[src/rtl/dg_pkg.sv]
package dg_pkg;
    localparam int CH_T = 0;
    localparam int CH_A = 1;
    localparam int CH_B = 2;
    localparam int CH_X = 3;
    localparam int NUM_CH = 4;

    typedef enum logic {
        MODE_EDGE = 1'b0,
        MODE_GATE = 1'b1
    } out_mode_e;
endpackage

[src/rtl/dg_launch.sv]
module dg_launch #(
    parameter int DEPTH = 2
) (
    input  logic clk,
    input  logic rst_n,
    input  logic start_i,
    output logic launch_o
);
    logic [DEPTH-1:0] sr_d, sr_q;

    generate
        if (DEPTH == 1) begin : g_one
            always_comb sr_d = start_i;
        end else begin : g_many
            always_comb sr_d = {sr_q[DEPTH-2:0], start_i};
        end
    endgenerate

    always_ff @(posedge clk or negedge rst_n) begin
        if (!rst_n) sr_q <= '0;
        else        sr_q <= sr_d;
    end

    assign launch_o = sr_q[DEPTH-1];
endmodule

[src/rtl/dg_chan.sv]
module dg_chan #(
    parameter int W = 44
) (
    input  logic         clk,
    input  logic         rst_n,
    input  logic         launch_i,
    input  logic [W-1:0] dly_i,
    output logic         expire_o
);
    typedef struct packed {
        logic         pend;
        logic [W-1:0] cnt;
    } chan_t;

    chan_t c_d, c_q;

    always_comb begin
        c_d = c_q;
        if (launch_i) begin
            c_d.pend = 1'b1;
            c_d.cnt  = dly_i;
        end else if (c_q.pend) begin
            if (c_q.cnt == '0) c_d.pend = 1'b0;
            else               c_d.cnt  = c_q.cnt - 1'b1;
        end
    end

    always_ff @(posedge clk or negedge rst_n) begin
        if (!rst_n) c_q <= '0;
        else        c_q <= c_d;
    end

    assign expire_o = c_q.pend && (c_q.cnt == '0);
endmodule

[src/rtl/delay_gen_top.sv]
module delay_gen_top
    import dg_pkg::*;
#(
    parameter int W   = 44,
    parameter int LAT = 3
) (
    input  logic         clk,
    input  logic         rst_n,
    input  logic         trig_i,
    input  logic         gate_mode_i,
    input  logic [2:0]   pol_i,
    input  logic [W-1:0] dly_t_i,
    input  logic [W-1:0] dly_a_i,
    input  logic [W-1:0] dly_b_i,
    input  logic [W-1:0] dly_x_i,
    output logic         out_t_o,
    output logic         out_a_o,
    output logic         out_b_o,
    output logic [3:0]   done_o,
    output logic         busy_o,
    output logic         gate_err_o
);
    localparam int PIPE = (LAT > 1) ? LAT - 1 : 1;

    typedef struct packed {
        logic                        busy;
        out_mode_e                   mode;
        logic                        err;
        logic [NUM_CH-1:0][W-1:0]    dly;
        logic [NUM_CH-1:0]           exp;
        logic [NUM_CH-1:0]           done;
        logic [2:0]                  act;
    } state_t;

    state_t            state_d, state_q;
    logic              accept;
    logic              launch;
    logic [NUM_CH-1:0] expire;

    assign accept = trig_i && !state_q.busy;

    dg_launch #(.DEPTH(PIPE)) u_launch (
        .clk      (clk),
        .rst_n    (rst_n),
        .start_i  (accept),
        .launch_o (launch)
    );

    generate
        for (genvar c = 0; c < NUM_CH; c++) begin : g_chan
            dg_chan #(.W(W)) u_chan (
                .clk      (clk),
                .rst_n    (rst_n),
                .launch_i (launch),
                .dly_i    (state_q.dly[c]),
                .expire_o (expire[c])
            );
        end
    endgenerate

    always_comb begin
        state_d      = state_q;
        state_d.done = expire;
        if (accept) begin
            state_d.busy        = 1'b1;
            state_d.mode        = out_mode_e'(gate_mode_i);
            state_d.err         = gate_mode_i && (dly_b_i <= dly_a_i);
            state_d.dly[CH_T]   = dly_t_i;
            state_d.dly[CH_A]   = dly_a_i;
            state_d.dly[CH_B]   = dly_b_i;
            state_d.dly[CH_X]   = dly_x_i;
            state_d.exp         = '0;
            state_d.act         = '0;
        end else if (state_q.busy) begin
            if (&state_q.exp) begin
                state_d.busy = 1'b0;
                state_d.exp  = '0;
                state_d.act  = '0;
            end else begin
                state_d.exp = state_q.exp | expire;
                if (expire[CH_T]) state_d.act[CH_T] = 1'b1;
                if (state_q.mode == MODE_EDGE) begin
                    if (expire[CH_A]) state_d.act[CH_A] = 1'b1;
                    if (expire[CH_B]) state_d.act[CH_B] = 1'b1;
                end else begin
                    if (expire[CH_A] && !state_q.err) state_d.act[CH_A] = 1'b1;
                    if (expire[CH_B])                 state_d.act[CH_A] = 1'b0;
                end
            end
        end
    end

    always_ff @(posedge clk or negedge rst_n) begin
        if (!rst_n) state_q <= '0;
        else        state_q <= state_d;
    end

    assign out_t_o    = state_q.act[CH_T] ^ pol_i[0];
    assign out_a_o    = state_q.act[CH_A] ^ pol_i[1];
    assign out_b_o    = state_q.act[CH_B] ^ pol_i[2];
    assign done_o     = state_q.done;
    assign busy_o     = state_q.busy;
    assign gate_err_o = state_q.err;
endmodule

[config.mk]
export PLATFORM = sky130hd
export DESIGN_NAME = delay_gen_top
export DESIGN_NICKNAME = d
export VERILOG_FILES = /design/src/rtl/dg_pkg.sv /design/src/rtl/dg_launch.sv /design/src/rtl/dg_chan.sv /design/src/rtl/delay_gen_top.sv
export SDC_FILE = /design/constraint.sdc
export NUM_CORES = 1
export LEC_CHECK = 0
export CAP_MARGIN = 20
export CELL_PAD_IN_SITES_DETAIL_PLACEMENT = 1
export CELL_PAD_IN_SITES_GLOBAL_PLACEMENT = 2
export CORE_ASPECT_RATIO = 0.75
export CORE_UTILIZATION = 30
export DETAILED_ROUTE_END_ITERATION = 16
export PLACE_DENSITY_LB_ADDON = 0.1
export SLEW_MARGIN = 20
export SYNTH_ARGS = -nofsm -noshare
export SYNTH_HDL_FRONTEND = slang
export SYNTH_SLANG_ARGS = --single-unit
[constraint.sdc]
create_clock -name clk -period 2.9 [get_ports clk]
set_input_delay 0.29 -clock clk [delete_from_list [all_inputs] [get_ports clk]]
set_output_delay 0.29 -clock clk [all_outputs]
set_load 0.02 [all_outputs]
==> impl_metrics.csv, run 1 <==
group,metric,value,unit
run_status,status,"completed",
grt,grt_max_degree,221,
floorplan,fp-row-count,79,
timing,timing.final.crit_share,97.0,%
power,pwr_density_cell,832,nW/µm²
floorplan,die_h,219,µm
layout,fin_nets,2598,
grt,grt_pass1_vias,16651,
floorplan,die_w,292,µm
floorplan,io_pins,192,
timing,worstMarginPinSlew,0.964,ns
timing,max_freq,355,MHz
setup_path,cpPeakStageDelay,0.60,ns
clock_network,cts_buffer_depth,3,
timing,slew_viol_final,0,
timing,slew-limit-headroom,35.7,%
setup_path,crit_path_end_kind,"flop",
route,ant_nets,0,
setup_path,cp.required,3.35,ns
yosys,yosys-top-cells-area,"dfrtp_1 (49%), nand2_1 (12%), xnor2_1 (5.3%), o21ai_0 (4.9%), ha_1 (3.4%)",
route,drt_iter0_drc,809,
yosys,synth.top_cell.area_share,49.3,%
setup_path,cp_cell_sequence,"or4_4 > or4_4 > or4_4 > buf_4 > o21ai_1 > nor2_1 > a221o_1",
clock_network,cts_tree,"done",
route,via_per_inst,5.01,
timing,finalHoldViolations,0,
timing,fin_skew,0.0255,ns
yosys,synth_ff_type,"dfrtp_1",
timing,fin_setup_tns,0,ns
route,routed_wire_length_per_instance,19.3,µm
clock_network,cts_root_buf,"clkbuf_16",
layout,instances_no_fill,3203,
clock_network,cts_buffers,42,
setup_path,arrival,3.26,ns
route,vias,16055,
yosys,syn_inst,2137,
run,drv_cap,0,
yosys,synth_seq_cells,372,
timing,rsz0062_at_grt,"true",
setup_path,path_common_cell,"or4_4",
clock_network,insertion_delay,0.57,ns
place,dp_cells,3126,
place,place.gp.congestion,0.852,
route,drc_errors,0,
yosys,yosys-top-cells-count,"nand2_1 (627), dfrtp_1 (372), o21ai_0 (185), xnor2_1 (114), clkbuf_1 (97)",
yosys,synth_area,18900,µm²
setup_path,cp-start-kind,"flop",
grt,antenna_found_initial,1,
clock_network,htree_levels,2,
layout,nFillCells,7139,
yosys,ys_seq_area_share,49.3,%
timing,final-setup-viol-count,0,
place,place_hpwl,44.3,mm
clock_network,clock-sinks,372,
setup_path,crit_path_max_fanout,5,
yosys,synthDistinctLibCells,69,
grt,grt_first_pass_wirelength,98.8,mm
power,leakage,10.2,nW
layout,multi_input_area,8980,µm²
grt,grt_usage,19.7,%
power,ir_drop,312,µV
place,io_buffers,191,
floorplan,fp.coreArea,62200,µm²
yosys,syn_avg_cell_area,8.84,µm²
power,power,19.8,mW
route,first_pass_iters,4,
yosys,ys_warn_count,0,
yosys,synth.most_common_cell,"nand2_1",
grt,grt_overflow_total,0,
route,wirelength,62.0,mm
layout,drive_gt1_share,9.74,%
setup_path,critPathKind,"reg2reg",
yosys,async_flop_share,100,%
layout,syn_to_final_growth,26.2,%
hold_path,hp-class,"in2reg",
yosys,synth_edf_count,0,
yosys,synth_nets,2372,
yosys,yosysTopAreaCell,"dfrtp_1",
floorplan,dieArea,64000,µm²
layout,layout.area.seq,9310,µm²
timing,fin_crit,2.81,ns
floorplan,start_util,30.4,%
setup_path,cpMaxStageDelayCell,"or4_4",
clock_network,clkTransAtPathRegs,0.06,ns
-- path summary, 6_finish.rpt --
path / start / end / slack (ns) / depth (start not counted)
max in group asynchronous: rst_n / state_q[169] / 1.77 / 3
setup / recovery: g_chan[3].u_chan.c_q[37] / g_chan[3].u_chan.c_q[6] / 0.09 / 7
hold / removal: dly_t_i[12] / state_q[23] / 0.25 / 3
setup reg to reg: g_chan[3].u_chan.c_q[37] / g_chan[3].u_chan.c_q[6] / 0.09 / 7
hold reg to reg: u_launch.sr_q[0] / u_launch.sr_q[1] / 0.35 / 0
min in group asynchronous: rst_n / state_q[76] / 0.28 / 2
-- per-layer routing --
metal  routed length [µm]  vias up  global-route usage (%)
met5                    0        -                       0
met4                  846        0                    3.84
met3                 1990       51                    2.85
met2                25600      193                    28.2
met1                33500     8025                    30.9
li1                     -     7786                       -
-- worst max-delay path, delay by kind of cell, from the launching register on --
| family | cells | cell delay, ns |
|---|---|---|
| and+or+nand+nor | 4 | 1.71 |
| buffers and inverters | 1 | 0.17 |
| DFF | 1 | 0.37 |
| AOI/OAI and AO/OA | 2 | 0.44 |
-- through the flow --
stage	setup slack (ns)	utilization [%]	hold WS, ns	area, µm²
6_report	0.0870	38.3	0.245	23800
5_1_grt	-0.0335	38.3	0.233	23800
4_1_cts	0.0350	38.2	0.206	23800
3_5_place_dp	-0.0747	36.0	0.322	22400
3_3_place_gp	-0.0280	36.0	0.324	22400
2_1_floorplan	0.000323	-	-0.00559	18900
-- registers in the layout, summed over array words and instances, names as in the netlist --
signal,cells
gate_err_o,1
done_o,4
busy_o,1
u_launch.sr_q,2
state_q,184
g_chan.u_chan.c_q,180
-- cells in the final DEF, fill, tap and decap left out, types with 6 or more instances in the layout --
cell	n
o31ai_1	12
or4_1	46
o21ai_0	185
xnor2_1	114
clkinv_2	11
nand3b_1	6
nand3_1	34
a31oi_1	12
buf_4	85
nor2_1	73
nor3b_1	6
a21o_1	6
clkbuf_16	43
nor4_2	7
nand4b_1	6
nor3_1	64
inv_1	61
o211ai_1	15
nand2_1	627
dfrtp_1	371
or4_4	10
nor4_1	61
clkdlybuf4s50_1	190
nand2b_1	10
nor4b_1	8
nand4_1	17
xor2_1	27
a21oi_1	47
mux2_2	10
ha_1	52
a211oi_1	7
buf_12	16
or3_1	39
or2_2	12
clkbuf_8	13
-- layout make-up --
cell class	instances	share of cell area [%]
tap	810	4.25
inverter	63	1.00
timing repair buffer	294	12.2
antenna	1	0.0105
clock inverter	15	0.551
multi-input combinational	1590	37.7
sequential	372	39.1
clock buffer	58	5.30
-- where the power goes --
part	total (mW)	switching [mW]	leakage (nW)	internal [mW]
registers	8.76	1.62	4.65	7.13
logic	5.57	2.91	4.88	2.67
clock network	5.49	2.28	0.702	3.21
-- cell families (layout without fill, tap and decap cells) --
group,count (synthesis),in the layout,share of synthesized area [%]
AO/OA/AOI/OAI,333,333,10.4
XOR/XNOR,141,141,6.54
adder cells (fa/ha/maj),52,52,3.44
buffers and inverters,176,430,3.72
flip-flops,372,372,49.3
multiplexers,12,12,0.702
other,0,1,0
AND/OR/NAND/NOR,1051,1052,25.9
-- repair_timing --
action	in CTS	in global routing
gates cloned	0	1
endpoints found under the setup margin	10	29
hold buffers	1	0
buffers inserted	0	1
pin swaps	0	4
hold endpoints to repair	53	0
gates resized for setup	1	13
Note: power is estimated with default switching activity, not from simulation.
==> inputs of run 2 (changes only) <==
--- a/config.mk
+++ b/config.mk
@@ -9,9 +9,10 @@
 export CELL_PAD_IN_SITES_DETAIL_PLACEMENT = 1
 export CELL_PAD_IN_SITES_GLOBAL_PLACEMENT = 2
 export CORE_ASPECT_RATIO = 0.75
+export CORE_MARGIN = 2
 export CORE_UTILIZATION = 30
 export DETAILED_ROUTE_END_ITERATION = 16
-export PLACE_DENSITY_LB_ADDON = 0.1
+export PLACE_DENSITY = 0.73
 export SLEW_MARGIN = 20
 export SYNTH_ARGS = -nofsm -noshare
 export SYNTH_HDL_FRONTEND = slang
==> run 2 against run 1 <==
Compared with the run above: first-iteration DRC count up 10%; hold slack worse by 0.0014 ns; clock skew up 0.0016 ns; worst setup slack worse by 0.031 ns; die area up 1.6%; cell area about the same; routed wire length down 2.0%; largest cell class unchanged.
==> impl_metrics.csv, run 2 (synthesis results as in run 1) <==
group,metric,value,unit
timing,finalHoldViolations,0,
timing,slew_viol_final,0,
setup_path,crit_path_end_kind,"flop",
grt,grt_first_pass_wirelength,97.3,mm
power,pwr_density_cell,859,nW/µm²
route,wl_met2,26.0,mm
timing,slew-limit-headroom,20.2,%
power,leakage,10.2,nW
setup_path,cp.required,3.34,ns
layout,layout_common_cells,"nand2_1 (627), dfrtp_1 (371), clkdlybuf4s50_1 (190)",
setup_path,rr_endpoint,"g_chan[2].u_chan.c_q[0]",
route,ant_nets,0,
timing,setup_ws,0.0557,ns
place,dp_cells,3103,
clock_network,cts_buffer_depth,3,
place,dp_slack,-0.329,ns
floorplan,die_w,294,µm
route,route.met3.wl,1.91,mm
power,ir_drop,335,µV
clock_network,cts_buffers,43,
setup_path,rr_worst_depth,7,
route,vias,16135,
clock_network,clkTransAtPathRegs,0.06,ns
setup_path,cp-start-kind,"flop",
layout,largest_reg_flops,184,
route,first_pass_iters,5,
route,drc_errors,0,
route,via_per_inst,5.06,
layout,final_common_cell,"nand2_1",
run,drv_cap,0,
power,power,20.5,mW
setup_path,critPathKind,"reg2reg",
grt,grt_max_degree,221,
grt,grt_pass1_vias,17000,
setup_path,endpoint,"g_chan[2].u_chan.c_q[0]",
route,wl_met1,31.7,mm
grt,antenna_found_initial,1,
layout,multi_input_area,8970,µm²
setup_path,r2r_start,"g_chan[2].u_chan.c_q[27]",
layout,fin_nets,2581,
layout,nFillCells,7089,
route,wirelength,60.7,mm
floorplan,fp.coreArea,62200,µm²
clock_network,cts_root_buf,"clkbuf_16",
route,highest_layer,"met4",
floorplan,fp-row-count,79,
timing,timing.final.crit_share,98.1,%
timing,rsz0062_at_grt,"true",
timing,max_freq,352,MHz
timing,fin_skew,0.0271,ns
timing,final-setup-viol-count,0,
floorplan,dieArea,65000,µm²
place,place.gp.congestion,0.847,
setup_path,arrival,3.28,ns
setup_path,r2r_slack,0.06,ns
timing,fin_crit,2.84,ns
run_status,status,"completed",
clock_network,clock-sinks,372,
clock_network,htree_levels,2,
floorplan,io_pins,192,
layout,layout.area.seq,9310,µm²
timing,worstMarginPinSlew,1.17,ns
route,routed_wire_length_per_instance,19.0,µm
layout,drive_gt1_share,9.17,%
place,place_hpwl,43.2,mm
route,drt_iter0_drc,890,
grt,grt_usage,18.8,%
setup_path,crit_path_max_fanout,8,
clock_network,insertion_delay,0.58,ns
grt,grt_overflow_total,0,
floorplan,die_h,221,µm
place,io_buffers,191,
floorplan,start_util,30.4,%
setup_path,cp-startpoint,"g_chan[2].u_chan.c_q[27]",
layout,top_register,"state_q",
layout,instances_no_fill,3191,
hold_path,hp-class,"in2reg",
layout,syn_to_final_growth,26.3,%
clock_network,cts_tree,"done",
[run 2: worst min path at each step]
stage	startpoint	end	depth (start not counted)
4_1_cts	dly_x_i[26]	state_q[169]	3
3_3_place_gp	rst_n	state_q[75]	1
2_1_floorplan	rst_n	busy_o	0
5_1_grt	dly_x_i[26]	state_q[169]	3
6_report	dly_x_i[26]	state_q[169]	3
3_5_place_dp	rst_n	state_q[77]	1
[run 2: cell type report]
| type | instances | area share [%] |
|---|---|---|
| Clock buffer | 56 | 5.14 |
| Antenna cell | 3 | 0.0315 |
| Timing Repair Buffer | 277 | 11.4 |
| Tap cell | 810 | 4.25 |
| Multi-Input combinational cell | 1589 | 37.6 |
| Sequential cell | 372 | 39.0 |
| Clock inverter | 21 | 1.56 |
| Inverter | 63 | 1.00 |
[run 2: power by group]
group | switching [mW] | total (mW) | internal, mW
Combinational | 2.89 | 5.49 | 2.60
Sequential | 1.67 | 8.81 | 7.14
Clock | 2.33 | 6.20 | 3.87
Total | 6.89 | 20.5 | 13.6
[run 2: through the flow]
| stage | util, % | cell area, µm² | TNS (ns) | hold slack [ns] |
|---|---|---|---|---|
| 2_1_floorplan | - | 18900 | 0 | -0.00559 |
| 3_3_place_gp | 35.6 | 22100 | -0.392 | 0.313 |
| 3_5_place_dp | 35.6 | 22100 | -0.360 | 0.316 |
| 4_1_cts | 38.2 | 23700 | 0 | 0.200 |
| 5_1_grt | 38.4 | 23800 | -0.0230 | 0.229 |
| 6_report | 38.4 | 23900 | 0 | 0.244 |
[run 2: per-layer routing]
metal | vias to the layer above | GRT usage, %
met3 | 69 | 2.29
met1 | 8083 | 28.8
li1 | 7769 | -
met5 | - | 0
met4 | 0 | 4.34
met2 | 214 | 27.9
[run 2: what timing repair did]
| item | in CTS | in global routing |
|---|---|---|
| buffers inserted | 2 | 5 |
| gates resized for setup | 3 | 15 |
| pin swaps | 3 | 5 |
| hold endpoints to repair | 60 | 0 |
| hold buffers | 1 | 0 |
| setup endpoints to repair | 3 | 36 |
[run 2: critical path, stage by stage, from the launching register on]
cell and delay [ns]:
dfrtp_1 0.38, or4_4 0.56, or4_4 0.50, or4_4 0.62, o21ai_4 0.22, buf_12 0.14
xnor2_1 0.05, mux2_2 0.26
==> inputs of run 3 (changes only) <==
==> constraint.sdc (replaced) <==
create_clock -name clk -period 2.6 [get_ports clk]
set_input_delay 0.26 -clock clk [delete_from_list [all_inputs] [get_ports clk]]
set_output_delay 0.26 -clock clk [all_outputs]
set_load 0.02 [all_outputs]
==> run 3 against run 2 <==
Compared with the run above: the flow now finishes with violations (setup timing); via count grew 3.0%; cell area rose by 5.5%; maximum frequency fell by 0.53%; largest power group unchanged.
==> impl_metrics.csv, run 3 (synthesis results as in run 1) <==
group,metric,value,unit
route,first_pass_iters,4,
setup_path,crit_path_end_kind,"flop",
layout,n_antenna_cell,0,
setup_path,r2r_slack,-0.26,ns
grt,antenna_found_initial,0,
layout,top_register,"state_q",
timing,slew-limit-headroom,42.2,%
power,pwr_density_cell,923,nW/µm²
power,leakage,10.9,nW
floorplan,fp.coreArea,62200,µm²
floorplan,io_pins,192,
setup_path,path_common_cell,"or4_4",
run_status,status,"finished, violations left",
setup_path,r2r_start,"g_chan[3].u_chan.c_q[42]",
layout,syn_to_final_growth,33.3,%
floorplan,die_w,294,µm
clock_network,htree_levels,2,
run,drv_cap,0,
grt,grt_usage,19.5,%
timing,worstMarginPinSlew,0.846,ns
layout,largest_reg_flops,184,
route,ant_nets,0,
floorplan,die_h,221,µm
grt,grt_overflow_total,0,
layout,fin_nets,2708,
timing,setup_ws,-0.260,ns
grt,grt_max_degree,167,
setup_path,rr_endpoint,"g_chan[3].u_chan.c_q[6]",
route,vias,16615,
grt,grt_pass1_vias,17805,
timing,finalHoldViolations,0,
place,place_hpwl,45.4,mm
hold_path,hp-class,"in2reg",
setup_path,arrival,3.31,ns
timing,slew_viol_final,0,
layout,layout_common_cells,"nand2_1 (626), dfrtp_1 (371), clkdlybuf4s50_1 (190)",
route,via_per_inst,5.02,
route,wirelength,62.9,mm
setup_path,cpPeakStageDelay,0.61,ns
timing,timing.final.crit_share,110,%
floorplan,start_util,30.4,%
route,routed_wire_length_per_instance,19.0,µm
clock_network,cts_tree,"done",
power,ir_drop,382,µV
floorplan,dieArea,65000,µm²
hold_path,hold-path-cell-count,3,
timing,final-setup-viol-count,69,
clock_network,clock-sinks,372,
setup_path,critPathKind,"reg2reg",
grt,grt_first_pass_wirelength,101,mm
timing,fin_setup_tns,-6.00,ns
setup_path,crit_path_max_fanout,6,
timing,max_freq,350,MHz
setup_path,cp_cell_sequence,"or4_4 > or4_4 > or4_4 > buf_4 > o21ai_4 > nor2_1 > a221o_1",
timing,fin_crit,2.86,ns
clock_network,cts_buffers,42,
layout,final_util,40.5,%
timing,rsz0062_at_grt,"true",
clock_network,clkTransAtPathRegs,0.06,ns
route,drc_errors,0,
clock_network,cts_root_buf,"clkbuf_16",
place,io_buffers,191,
hold_path,min_from,"dly_t_i[10]",
run_status,violations,"setup timing",
layout,drive_gt1_share,15.7,%
clock_network,insertion_delay,0.58,ns
hold_path,min_to,"state_q[21]",
timing,fin_skew,0.0253,ns
setup_path,cpMaxStageDelayCell,"or4_4",
setup_path,cp-start-kind,"flop",
place,place.gp.congestion,0.870,
setup_path,rr_worst_depth,7,
floorplan,fp-row-count,79,
setup_path,cp.required,3.05,ns
clock_network,cts_buffer_depth,3,
layout,final_common_cell,"nand2_1",
route,drt_iter0_drc,960,
## run 3: cell types whose count changed in the layout (fill, tap and decap cells not counted), sizes merged
cell      change
diode         -3
inv           -2
bufinv        -4
clkbuf        +6
clkinvlp      -2
buf         +126
clkinv        -1
or4           +1
## run 3: final cells by class
cell class,count,area [µm²]
flip-flops and latches,372,9310
well taps,810,1010
clock buffers,61,1190
clock inverters,12,221
multi-input cells,1590,9440
repair buffers,404,3760
inverters,63,239
fillers,7081,37000
## run 3: per-layer routing
metal	global-route usage (%)	share of wire [%]	vias to the layer above
met2	30.1	44	245
met5	0	0	-
met1	28.9	50	8301
met4	3.74	1.4	0
li1	-	-	8013
met3	2.88	4.1	56
## run 3: worst max path at each step
stage                               to                      from  slack (ns)  cells past startpoint
3_3_place_gp                state_q[1]  g_chan[1].u_chan.c_q[22]       -0.35                      9
6_report       g_chan[3].u_chan.c_q[6]  g_chan[3].u_chan.c_q[42]       -0.26                      7
4_1_cts        g_chan[3].u_chan.c_q[5]  g_chan[3].u_chan.c_q[42]       -0.25                      7
3_5_place_dp                state_q[1]  g_chan[1].u_chan.c_q[22]       -0.40                      9
5_1_grt        g_chan[3].u_chan.c_q[5]  g_chan[3].u_chan.c_q[42]       -0.33                      7
2_1_floorplan  g_chan[2].u_chan.c_q[5]  g_chan[2].u_chan.c_q[28]       -0.18                      9
## run 3: power breakdown
part / leakage (nW) / internal, mW / switching (mW)
Combinational: 5.57 / 3.50 / 3.64
Sequential: 4.65 / 7.96 / 1.86
Clock: 0.693 / 3.77 / 2.52
## run 3: repair_timing
item / CTS / global route
setup buffers: 8 / 14
pin swaps: 31 / 53
cloned: 4 / 2
hold buffers: 1 / 0
endpoints found under the hold margin: 57 / 0
resized for setup: 53 / 105
setup endpoints to repair: 56 / 130
## run 3: critical path, delay by kind of cell, from the launching register on
kind | cells | cell delay [ns]
buffers and inverters | 1 | 0.18
and+or+nand+nor | 4 | 1.73
DFF | 1 | 0.38
AOI/OAI and AO/OA | 2 | 0.45
## run 3: through the flow
stage	cells	setup WS (ns)	hold WS [ns]	total power, mW	instance area, µm²
2_1_floorplan	2137	-0.177	-0.0356	13.5	19000
3_3_place_gp	3212	-0.349	0.279	16.1	23000
3_5_place_dp	3212	-0.396	0.275	16.5	23000
4_1_cts	3298	-0.253	0.178	23.2	24700
5_1_grt	3312	-0.325	0.199	24.9	25200
6_report	3312	-0.260	0.211	23.2	25200
